`src/rtl/aneg_guard_pkg.sv`:
```
package aneg_guard_pkg;

  // PHY register numbers (decoded by the PHY, so fixed)
  localparam logic [4:0] MII_CTRL = 5'd0;
  localparam logic [4:0] MII_STAT = 5'd1;
  localparam logic [4:0] MII_LPA  = 5'd5;
  localparam logic [4:0] MII_EXP  = 5'd6;
  localparam logic [4:0] TST_CTL  = 5'd20;
  localparam logic [4:0] TST_RD   = 5'd21;
  localparam logic [4:0] TST_WR   = 5'd23;

  // bit positions inside PHY registers
  localparam int CTL_RD_BIT    = 15;
  localparam int CTL_WR_BIT    = 14;
  localparam int CTL_BANK_LSB  = 11;
  localparam int CTL_MODE_BIT  = 10;
  localparam int CTL_RADR_LSB  = 5;
  localparam logic [3:0] STAT_CPL_BIT  = 4'd5;
  localparam logic [3:0] STAT_LINK_BIT = 4'd2;
  localparam logic [3:0] LPA_ACK_BIT   = 4'd14;
  localparam logic [3:0] EXP_ABLE_BIT  = 4'd0;
  localparam logic [3:0] HID_GOOD_BIT  = 4'd12;

  localparam logic [15:0] RESTART_CMD = 16'h1200;

  localparam logic [1:0] PLL_BANK = 2'd3;
  localparam logic [1:0] CHK_BANK = 2'd1;
  localparam logic [4:0] CHK_REG  = 5'h0C;
  localparam logic [1:0] INIT_LAST = 2'd2;
  localparam logic [2:0] STEP_CLOSE = 3'd6;

  typedef enum logic [3:0] {
    PH_INIT, PH_POLL, PH_POLLCHK, PH_HIDRD, PH_LPA, PH_EXP,
    PH_DECIDE, PH_RESTART, PH_HALT
  } phase_t;

  typedef enum logic [2:0] {
    CAP_NONE, CAP_STAT, CAP_HID, CAP_LPA, CAP_EXP
  } cap_t;

  typedef struct packed {
    logic        wr;
    logic [4:0]  addr;
    logic [15:0] wdata;
    cap_t        cap;
  } acc_t;

  typedef struct packed {
    logic        issue;
    logic        wr;
    logic [4:0]  addr;
    logic [15:0] wdata;
    cap_t        capSel;
    logic [3:0]  bitA;
    logic [3:0]  bitB;
    logic        incRetry;
    logic        clrRetry;
    logic        setLink;
    logic        clrLink;
    logic        setFail;
  } strobe_t;

  function automatic logic [15:0] ctlWord(input logic rd, input logic [1:0] bank,
                                          input logic [4:0] regNum);
    logic [15:0] w;
    w = '0;
    w[CTL_MODE_BIT] = 1'b1;
    w[CTL_BANK_LSB +: 2] = bank;
    if (rd) begin
      w[CTL_RD_BIT] = 1'b1;
      w[CTL_RADR_LSB +: 5] = regNum;
    end else begin
      w[CTL_WR_BIT] = 1'b1;
      w[4:0] = regNum;
    end
    return w;
  endfunction

  // one step of a wrapped hidden-bank access: unlock x4, command/data x2, close
  function automatic acc_t hidStep(input logic [2:0] step, input logic isRead,
                                   input logic [1:0] bank, input logic [4:0] regNum,
                                   input logic [15:0] val);
    acc_t a;
    a.wr = 1'b1; a.addr = TST_CTL; a.wdata = '0; a.cap = CAP_NONE;
    case (step)
      3'd0, 3'd2: a.wdata = 16'h0000;
      3'd1, 3'd3: a.wdata = 16'h0400;
      3'd4: begin
        if (isRead) a.wdata = ctlWord(1'b1, bank, regNum);
        else begin a.addr = TST_WR; a.wdata = val; end
      end
      3'd5: begin
        if (isRead) begin a.wr = 1'b0; a.addr = TST_RD; a.cap = CAP_HID; end
        else a.wdata = ctlWord(1'b0, bank, regNum);
      end
      default: a.wdata = 16'h0000;
    endcase
    return a;
  endfunction

  function automatic logic [4:0] initReg(input logic [1:0] idx);
    case (idx)
      2'd0: return 5'h1B;
      2'd1: return 5'h1D;
      default: return 5'h1C;
    endcase
  endfunction

  function automatic logic [15:0] initVal(input logic [1:0] idx);
    case (idx)
      2'd0: return 16'h0005;
      2'd1: return 16'h029A;
      default: return 16'hAAAA;
    endcase
  endfunction

endpackage

```
`src/rtl/aneg_guard_dp.sv`:
```
module aneg_guard_dp
  import aneg_guard_pkg::*;
#(
  parameter int MAX_RETRY = 6,
  parameter int RETRY_W = 3
) (
  input  logic               clk,
  input  logic               rstN,
  input  strobe_t            st,
  input  logic               regAck,
  input  logic               regErr,
  input  logic [15:0]        regRdata,
  output logic               regReq,
  output logic               regWrite,
  output logic [4:0]         regAddr,
  output logic [15:0]        regWdata,
  output logic               accDone,
  output logic               accErr,
  output logic               statCpl,
  output logic               statLink,
  output logic               verdictOk,
  output logic               retryAtMax,
  output logic               linkValid,
  output logic               failFlag,
  output logic [RETRY_W-1:0] retryCount
);

  localparam logic [RETRY_W-1:0] RETRY_MAX = RETRY_W'(MAX_RETRY);

  logic hidGood, lpaAck, expAble;
  logic bitA, bitB, capOk;

  assign accDone = regReq & regAck;
  assign accErr  = accDone & regErr;
  assign capOk   = accDone & ~regErr;
  assign bitA    = regRdata[st.bitA];
  assign bitB    = regRdata[st.bitB];

  always_ff @(posedge clk or negedge rstN) begin
    if (!rstN) begin
      regReq   <= 1'b0;
      regWrite <= 1'b0;
      regAddr  <= '0;
      regWdata <= '0;
    end else if (st.issue) begin
      regReq   <= 1'b1;
      regWrite <= st.wr;
      regAddr  <= st.addr;
      regWdata <= st.wdata;
    end else if (accDone) begin
      regReq <= 1'b0;
    end
  end

  always_ff @(posedge clk or negedge rstN) begin
    if (!rstN) begin
      statCpl  <= 1'b0;
      statLink <= 1'b0;
      hidGood  <= 1'b0;
      lpaAck   <= 1'b0;
      expAble  <= 1'b0;
    end else if (capOk) begin
      case (st.capSel)
        CAP_STAT: begin statCpl <= bitA; statLink <= bitB; end
        CAP_HID:  hidGood <= bitA;
        CAP_LPA:  lpaAck  <= bitA;
        CAP_EXP:  expAble <= bitA;
        default: ;
      endcase
    end
  end

  assign verdictOk  = hidGood & ~(expAble & ~lpaAck);
  assign retryAtMax = (retryCount == RETRY_MAX);

  always_ff @(posedge clk or negedge rstN) begin
    if (!rstN) begin
      retryCount <= '0;
      linkValid  <= 1'b0;
      failFlag   <= 1'b0;
    end else begin
      if (st.clrRetry) retryCount <= '0;
      else if (st.incRetry) retryCount <= retryCount + 1'b1;
      if (st.setLink) linkValid <= 1'b1;
      else if (st.clrLink) linkValid <= 1'b0;
      if (st.setFail) failFlag <= 1'b1;
    end
  end


  reqHold_chk: assert property (@(posedge clk) disable iff (!rstN)
    regReq && !regAck |=> regReq && $stable(regAddr) && $stable(regWdata) && $stable(regWrite));

  oneAck_chk: assert property (@(posedge clk) disable iff (!rstN)
    accDone |=> !regReq);

  failSticky_chk: assert property (@(posedge clk) disable iff (!rstN)
    failFlag |=> failFlag);

  failQuiet_chk: assert property (@(posedge clk) disable iff (!rstN)
    failFlag |-> !regReq && !st.issue && !linkValid);

  retryBound_chk: assert property (@(posedge clk) disable iff (!rstN)
    st.incRetry |-> !retryAtMax);

endmodule

```
`src/rtl/aneg_guard_ctrl.sv`:
```
module aneg_guard_ctrl
  import aneg_guard_pkg::*;
(
  input  logic    clk,
  input  logic    rstN,
  input  logic    anegEnable,
  input  logic    accDone,
  input  logic    accErr,
  input  logic    statCpl,
  input  logic    statLink,
  input  logic    verdictOk,
  input  logic    retryAtMax,
  output strobe_t st
);

  phase_t     phase;
  logic [2:0] step;
  logic [1:0] initIdx;
  logic       launched, hidErr, waitDrop, validated;
  logic       accessPhase;
  acc_t       cur;

  always_comb begin
    st          = '0;
    accessPhase = 1'b0;
    cur         = '{wr: 1'b0, addr: 5'd0, wdata: 16'd0, cap: CAP_NONE};
    case (phase)
      PH_INIT: begin
        accessPhase = 1'b1;
        cur = hidStep(step, 1'b0, PLL_BANK, initReg(initIdx), initVal(initIdx));
      end
      PH_HIDRD: begin
        accessPhase = 1'b1;
        cur = hidStep(step, 1'b1, CHK_BANK, CHK_REG, 16'h0000);
        st.bitA = HID_GOOD_BIT;
      end
      PH_POLL: begin
        accessPhase = 1'b1;
        cur = '{wr: 1'b0, addr: MII_STAT, wdata: 16'd0, cap: CAP_STAT};
        st.bitA = STAT_CPL_BIT;
        st.bitB = STAT_LINK_BIT;
      end
      PH_LPA: begin
        accessPhase = 1'b1;
        cur = '{wr: 1'b0, addr: MII_LPA, wdata: 16'd0, cap: CAP_LPA};
        st.bitA = LPA_ACK_BIT;
      end
      PH_EXP: begin
        accessPhase = 1'b1;
        cur = '{wr: 1'b0, addr: MII_EXP, wdata: 16'd0, cap: CAP_EXP};
        st.bitA = EXP_ABLE_BIT;
      end
      PH_RESTART: begin
        accessPhase = 1'b1;
        cur = '{wr: 1'b1, addr: MII_CTRL, wdata: RESTART_CMD, cap: CAP_NONE};
      end
      PH_POLLCHK: begin
        if (!anegEnable) begin
          st.setLink = statLink;
          st.clrLink = ~statLink;
        end else if (waitDrop || !statCpl || !validated) begin
          st.clrLink = 1'b1;
        end
      end
      PH_DECIDE: begin
        if (verdictOk) begin
          st.setLink  = 1'b1;
          st.clrRetry = 1'b1;
        end else if (retryAtMax) begin
          st.setFail = 1'b1;
          st.clrLink = 1'b1;
        end else begin
          st.incRetry = 1'b1;
          st.clrLink  = 1'b1;
        end
      end
      default: ;
    endcase
    st.issue  = accessPhase & ~launched;
    st.wr     = cur.wr;
    st.addr   = cur.addr;
    st.wdata  = cur.wdata;
    st.capSel = cur.cap;
  end

  always_ff @(posedge clk or negedge rstN) begin
    if (!rstN) begin
      phase     <= PH_INIT;
      step      <= '0;
      initIdx   <= '0;
      launched  <= 1'b0;
      hidErr    <= 1'b0;
      waitDrop  <= 1'b0;
      validated <= 1'b0;
    end else begin
      if (st.issue) launched <= 1'b1;
      if (accDone) launched <= 1'b0;
      case (phase)
        PH_INIT, PH_HIDRD: if (accDone) begin
          if (accErr) hidErr <= 1'b1;
          if (step == STEP_CLOSE) begin
            step   <= '0;
            hidErr <= 1'b0;
            if (phase == PH_INIT) begin
              if (initIdx == INIT_LAST) phase <= PH_POLL;
              else initIdx <= initIdx + 1'b1;
            end else begin
              phase <= (hidErr || accErr) ? PH_POLL : PH_LPA;
            end
          end else begin
            step <= accErr ? STEP_CLOSE : step + 1'b1;
          end
        end
        PH_POLL: if (accDone) phase <= accErr ? PH_POLL : PH_POLLCHK;
        PH_POLLCHK: begin
          phase <= PH_POLL;
          if (!anegEnable) begin
            waitDrop  <= 1'b0;
            validated <= 1'b0;
          end else if (waitDrop) begin
            if (!statCpl) waitDrop <= 1'b0;
          end else if (!statCpl) begin
            validated <= 1'b0;
          end else if (!validated) begin
            phase <= PH_HIDRD;
          end
        end
        PH_LPA: if (accDone) phase <= accErr ? PH_POLL : PH_EXP;
        PH_EXP: if (accDone) phase <= accErr ? PH_POLL : PH_DECIDE;
        PH_DECIDE: begin
          if (verdictOk) begin
            validated <= 1'b1;
            phase     <= PH_POLL;
          end else if (retryAtMax) begin
            phase <= PH_HALT;
          end else begin
            phase <= PH_RESTART;
          end
        end
        PH_RESTART: if (accDone) begin
          if (!accErr) waitDrop <= 1'b1;
          phase <= PH_POLL;
        end
        default: phase <= PH_HALT;
      endcase
    end
  end


  holdAfterRestart_chk: assert property (@(posedge clk) disable iff (!rstN)
    (phase == PH_POLLCHK) && waitDrop |=> phase == PH_POLL);

  errToClose_chk: assert property (@(posedge clk) disable iff (!rstN)
    (phase == PH_HIDRD) && accErr && (step != STEP_CLOSE) |=> step == STEP_CLOSE);

  validateOnlyEnabled_chk: assert property (@(posedge clk) disable iff (!rstN)
    (phase == PH_POLLCHK) && !anegEnable |=> phase == PH_POLL);

endmodule

```
`src/rtl/aneg_guard.sv`:
```
module aneg_guard
  import aneg_guard_pkg::*;
#(
  parameter int MAX_RETRY = 6,
  localparam int RETRY_W = $clog2(MAX_RETRY + 1)
) (
  input  logic               clk,
  input  logic               rstN,
  input  logic               anegEnable,
  output logic               regReq,
  output logic               regWrite,
  output logic [4:0]         regAddr,
  output logic [15:0]        regWdata,
  input  logic               regAck,
  input  logic               regErr,
  input  logic [15:0]        regRdata,
  output logic               linkValid,
  output logic               failFlag,
  output logic [RETRY_W-1:0] retryCount
);

  strobe_t st;
  logic accDone, accErr, statCpl, statLink, verdictOk, retryAtMax;

  aneg_guard_ctrl u_ctrl (
    .clk(clk), .rstN(rstN), .anegEnable(anegEnable),
    .accDone(accDone), .accErr(accErr), .statCpl(statCpl), .statLink(statLink),
    .verdictOk(verdictOk), .retryAtMax(retryAtMax), .st(st)
  );

  aneg_guard_dp #(.MAX_RETRY(MAX_RETRY), .RETRY_W(RETRY_W)) u_dp (
    .clk(clk), .rstN(rstN), .st(st),
    .regAck(regAck), .regErr(regErr), .regRdata(regRdata),
    .regReq(regReq), .regWrite(regWrite), .regAddr(regAddr), .regWdata(regWdata),
    .accDone(accDone), .accErr(accErr), .statCpl(statCpl), .statLink(statLink),
    .verdictOk(verdictOk), .retryAtMax(retryAtMax),
    .linkValid(linkValid), .failFlag(failFlag), .retryCount(retryCount)
  );

endmodule

```
`config.mk`:
```
export PLATFORM = sky130hd
export DESIGN_NAME = aneg_guard
export DESIGN_NICKNAME = d
export VERILOG_FILES = /design/src/rtl/aneg_guard_pkg.sv /design/src/rtl/aneg_guard_dp.sv /design/src/rtl/aneg_guard_ctrl.sv /design/src/rtl/aneg_guard.sv
export SDC_FILE = /design/constraint.sdc
export NUM_CORES = 1
export LEC_CHECK = 0
export BUFFER_PORTS_ARGS = -buffer_cell sky130_fd_sc_hd__buf_2
export CORE_UTILIZATION = 31
export DETAILED_ROUTE_END_ITERATION = 10
export PLACE_DENSITY = 0.48
export SLEW_MARGIN = 40
export SYNTH_ARGS = -nofsm -noshare
export SYNTH_HDL_FRONTEND = slang
export SYNTH_HIERARCHICAL = 1
export SYNTH_SLANG_ARGS = --single-unit
```
`constraint.sdc`:
```
create_clock -name clk -period 6.6 [get_ports clk]
set_clock_uncertainty 0.05 [all_clocks]
set_input_delay 0.33 -clock clk [delete_from_list [all_inputs] [get_ports clk]]
set_output_delay 0.33 -clock clk [all_outputs]
set_load 0.05 [all_outputs]
```
* Yosys cells after proc, flatten, opt, wreduce, memory -nomap -nowiden
Index checks and enable logic that the tools add are counted. W data, S select, Z words.
Cells by class: bitwise operators 12, reductions and logical operators 26, add/subtract/negate cells 3, muxes and demuxes 69, equality and inequality tests 30, $lt $le $gt $ge 2
Operators with widths (count):
- $pmux W25 S6 | 1
- $pmux W16 S2 | 2
- $mux W4 | 13
- $pmux W16 S3 | 1
- $mux W1 | 29
- $pmux W4 S7 | 1
- $mux W3 | 7
- $eq A4 B3 Y1 const B | 4
- $mux W2 | 8
- $eq A3 B3 Y1 const B | 5
- $ne A2 B1 Y1 const B | 7
- $pmux W4 S3 | 1
- $reduce_bool A2 Y1 | 6
- $reduce_and A2 Y1 | 5
- $eq A3 B2 Y1 const B | 3
- $ne A3 B3 Y1 const B | 3
- $bmux W1 S4 | 2
- $eq A4 B2 Y1 const B | 2
- $reduce_and A7 Y1 | 1
- $add A3 B1 Y3 const B | 2
- $and A1 B1 Y1 | 6
- $eq A3 B1 Y1 const B | 2
- $not A1 Y1 | 6
- $pmux W3 S2 | 1
- 18 further kinds | 24
Storage, ports and cells: bits in registers 46, word-level logic and storage cells 161, output and inout port bits 28, input port bits 21

* Longest topological paths before layout
depth after elaboration 8, mapped depth 9, depth with buffers taken out 8

* By module
The synthesis kept the hierarchy.
Modules (own cells, without submodules):
- aneg_guard_dp | seq. area each 825.8 um^2, area each 1574.0 um^2, times used 1, cells an instance 108
- aneg_guard_ctrl | seq. area each 325.3 um^2, area each 1258.7 um^2, times used 1, cells an instance 161

* Least setup slack after synthesis
No wires, ideal clock.
kind register to register, start reg u_ctrl.phase[0], end reg u_dp.statCpl, setup time 0.125 ns, period minus slack after synthesis 2.840 ns, required time 6.425 ns, stages on the path, launching flop included 9, arrival time 2.665 ns, path buffers 1, setup slack 3.760 ns, path through dfrtp_1 -> buf_2 -> nand2b_1 -> nor3_1 -> or3_1 -> mux4_2 -> mux2_2 -> a22o_1 -> mux2_2
RTL lines:
- from (decl) | line aneg_guard_ctrl.sv:16 | phase_t phase;
- from (signal assigned) | line aneg_guard_ctrl.sv:108 | phase <= (hidErr || accErr) ? PH_POLL : PH_LPA;
- from (signal assigned) | line aneg_guard_ctrl.sv:114 | PH_POLL: if (accDone) phase <= accErr ? PH_POLL : PH_POLLCHK;
- from (signal assigned) | line aneg_guard_ctrl.sv:128 | PH_LPA: if (accDone) phase <= accErr ? PH_POLL : PH_EXP;
- to (signal assigned) | line aneg_guard_dp.sv:64 | CAP_STAT: begin statCpl <= bitA; statLink <= bitB; end
- to (decl) | line aneg_guard_dp.sv:19 | output logic statCpl,

==> results.cfg <==
[final_layout]
most-common-layout-cells = sky130_fd_sc_hd__buf_2, sky130_fd_sc_hd__dfrtp_1, sky130_fd_sc_hd__mux2_2
final_layout_size_suffix_gt1_frac = 0.326
antenna_cells = 0
flow.area_growth_from_synthesis_pct = 14.5
finalCoreUtilization = 0.370
num-nets-final = 347
most_common_cell_after_layout_fill_and_taps_aside = sky130_fd_sc_hd__buf_2

[clock_network]
cts.reportedPaths.clkPinSlew_ps = 90
clockRootBuffer = sky130_fd_sc_hd__clkbuf_8
tritoncts.num_buffers = 5
insertion_delay_ps = 300
hold_buffers = 0
clock_tree.buffer_depth = 2
sinks_on_clock_net = 46
postCtsResizedCells = 0
post_cts.repair.setup_buffers = 0
clock_tree_from_tritoncts = built
htreeDepth = 2

[power_and_ir_drop]
p_per_area_nw_per_um2 = 147
p_leak_nw = 1.66
ir_worst_vdd_mv = 0.0578

[routing]
route.detailed.vias_per_inst = 5.00
vias = 2118
drt_pre_antenna_iters = 4
route.antenna.remaining_nets = 0
drt_iter0_markers = 120
post-route-drc-count = 0
finalWirelength_mm = 6.32
wl_per_cell_um = 14.9

[synth]
post_synth.cell_area_avg_um2 = 10.5
post_synth_fa_ha_maj_area_fraction = 0.0486
synth_top_area_share = 0.406
synth_sequential_area_ratio = 0.406
synth_simple_gate_area_share = 0.173
async_flop_share = 1.00
ys_types = 50
synthCells = 269
post_synthesis_cell_type_with_the_largest_combined_area = sky130_fd_sc_hd__dfrtp_1
yosysWarningCount = 6
synth.cell_area_um2 = 2830
dominantRegCellSynth = sky130_fd_sc_hd__dfrtp_1
number_of_synthesized_flops_with_an_enable_pin = 0
synth_mux_area_frac = 0.199
yosys.area_share.xor_xnor = 0.0124
post_synth_main_area_contributors = sky130_fd_sc_hd__dfrtp_1, sky130_fd_sc_hd__mux2_2, sky130_fd_sc_hd__ha_1
compound_gate_fraction_of_synth_area = 0.102
ff_latch_count_synth = 46
synth_top_family_by_area = multiplexers

[place]
portBuffers = 48
preCtsSetupSlack_ps = 3490
finalWeightedCongestion = 0.780
dp.final_hpwl_mm = 4.73

[floorplan]
num_rows = 34
dieWidth_um = 97.6
fp.coreArea_um2 = 8760
pin_count = 49
die_area_um2 = 9520
starting_utilization_of_the_core_area = 0.323
die_h_um = 97.6

[timing]
slew_violations = 0
achievable-frequency_mhz = 316
timing.final.crit_share = 0.480
unrepaired_setup_endpoints_after_global_routing = false
timing.setup.tns_ps = 0
worst_slew_margin_rel = 0.482
final-setup-viol-count = 0
tightestPinTransition_ps = 770
fin_crit_ps = 3170
layout_setup_ws_ps = 3430
hold_viol = 46
worst_hold_slack_ps = -29.5

[setup_path]
endpoint_kind_of_the_worst_setup_timing_path = flip-flop
timing.setup.critical_path_class = reg -> reg
cp-start-kind = flip-flop
timing.critical_path.arrival_ps = 3300
cp.required_ps = 6730
path_max_fanout = 17

[global_routing]
total_grt_usage = 0.143
largest_net_degree_at_the_start_of_global_routing = 47
antenna_found_initial = 0
global_route_wire_length_before_repair_mm = 10.9
grt.overflow.total = 0
grt_pass1_vias = 2076

[run_status]
violations = negative hold slack
status = complete, but fails checks

[min_path]
holdCritPathClass = in -> async

[job]
number_of_max_cap_violations = 0
kinds of logic (layout without fill, tap and decap cells):
group                      count (synthesis)  count (layout)
xor gates and xnor gates                   4               4
and+or+nand+nor                           85              85
AOI/OAI and AO/OA                         44              44
muxes                                     43              43
other                                      1               5
buffers and inverters                     35              78
DFF                                       46              46
adders and majority gates                 11              11
per-stage QoR:
stage	hold WS, ps	std cells	instance area [um2]	total power, mW
after floorplan	-15.6	273	2850	0.298
after global placement	409	416	3150	0.311
after detailed placement	336	416	3160	0.311
after CTS	4.41	424	3240	0.488
after global routing	15.3	424	3240	0.501
final	-29.5	424	3240	0.478
registers in the layout, summed over array words and instances (netlist names), 2 cells and up:
name / flops
u_ctrl/phase: 4
u_ctrl/initIdx: 2
u_dp/retryCount: 3
u_dp/regAddr: 5
u_ctrl/step: 3
u_dp/regWdata: 16
final timing paths:
| path | to | cells after the start | slack (ps) | startpoint |
|---|---|---|---|---|
| setup / recovery | u_dp/statCpl | 8 | 3430 | u_ctrl/phase[2] |
| hold / removal | u_dp/retryCount[2] | 1 | -30 | rstN |
| setup reg to reg | u_dp/statCpl | 8 | 3430 | u_ctrl/phase[2] |
| hold reg to reg | u_dp/failFlag | 1 | 430 | u_dp/failFlag |
| max in group asynchronous | u_dp/regAddr[2] | 1 | 6130 | rstN |
| min in group clk | u_ctrl/validated | 3 | 270 | anegEnable |
worst max-delay path, stage by stage (launching register included):
cell and delay, ps:
sky130_fd_sc_hd__dfrtp_1 650, sky130_fd_sc_hd__nand2b_1 300, sky130_fd_sc_hd__or3_1 420, sky130_fd_sc_hd__inv_1 200, sky130_fd_sc_hd__or3_1 280, sky130_fd_sc_hd__mux4_1 330, sky130_fd_sc_hd__mux2_2 280, sky130_fd_sc_hd__a22o_1 260
sky130_fd_sc_hd__mux2_2 270
area by class of cell:
cell class                 instances  area [um2]
timing repair buffer              50         258
clock buffer                       6        72.6
tap                              108         135
clock inverter                     2        13.8
fill                             896        5520
multi-input combinational        192        1540
sequential                        46        1150
inverter                          20        75.1
power breakdown:
group          leakage [nW]  switching, mW  internal (mW)
Clock                0.0452         0.0985         0.0749
Combinational         0.995         0.0125         0.0107
Sequential            0.622              0          0.282
Total                  1.66          0.111          0.367
Yosys cell counts (all sizes together) (5+ instances only):
library cell / n
buf: 10
nand2b: 12
dfrtp: 46
a21oi: 11
o21ai: 14
clkbuf: 5
inv: 20
mux4: 7
mux2i: 6
ha: 11
or3: 7
nand2: 15
nor3: 6
nor2: 19
mux2: 30
metal layers:
layer | global-route usage | up-vias | routed length [um]
met5 | 0 | - | 0
met1 | 0.212 | 1034 | 3250
met4 | 0.0407 | 0 | 78
li1 | - | 1036 | -
met2 | 0.214 | 42 | 2770
met3 | 0.0245 | 6 | 219
(Power assumes the default switching activity.)
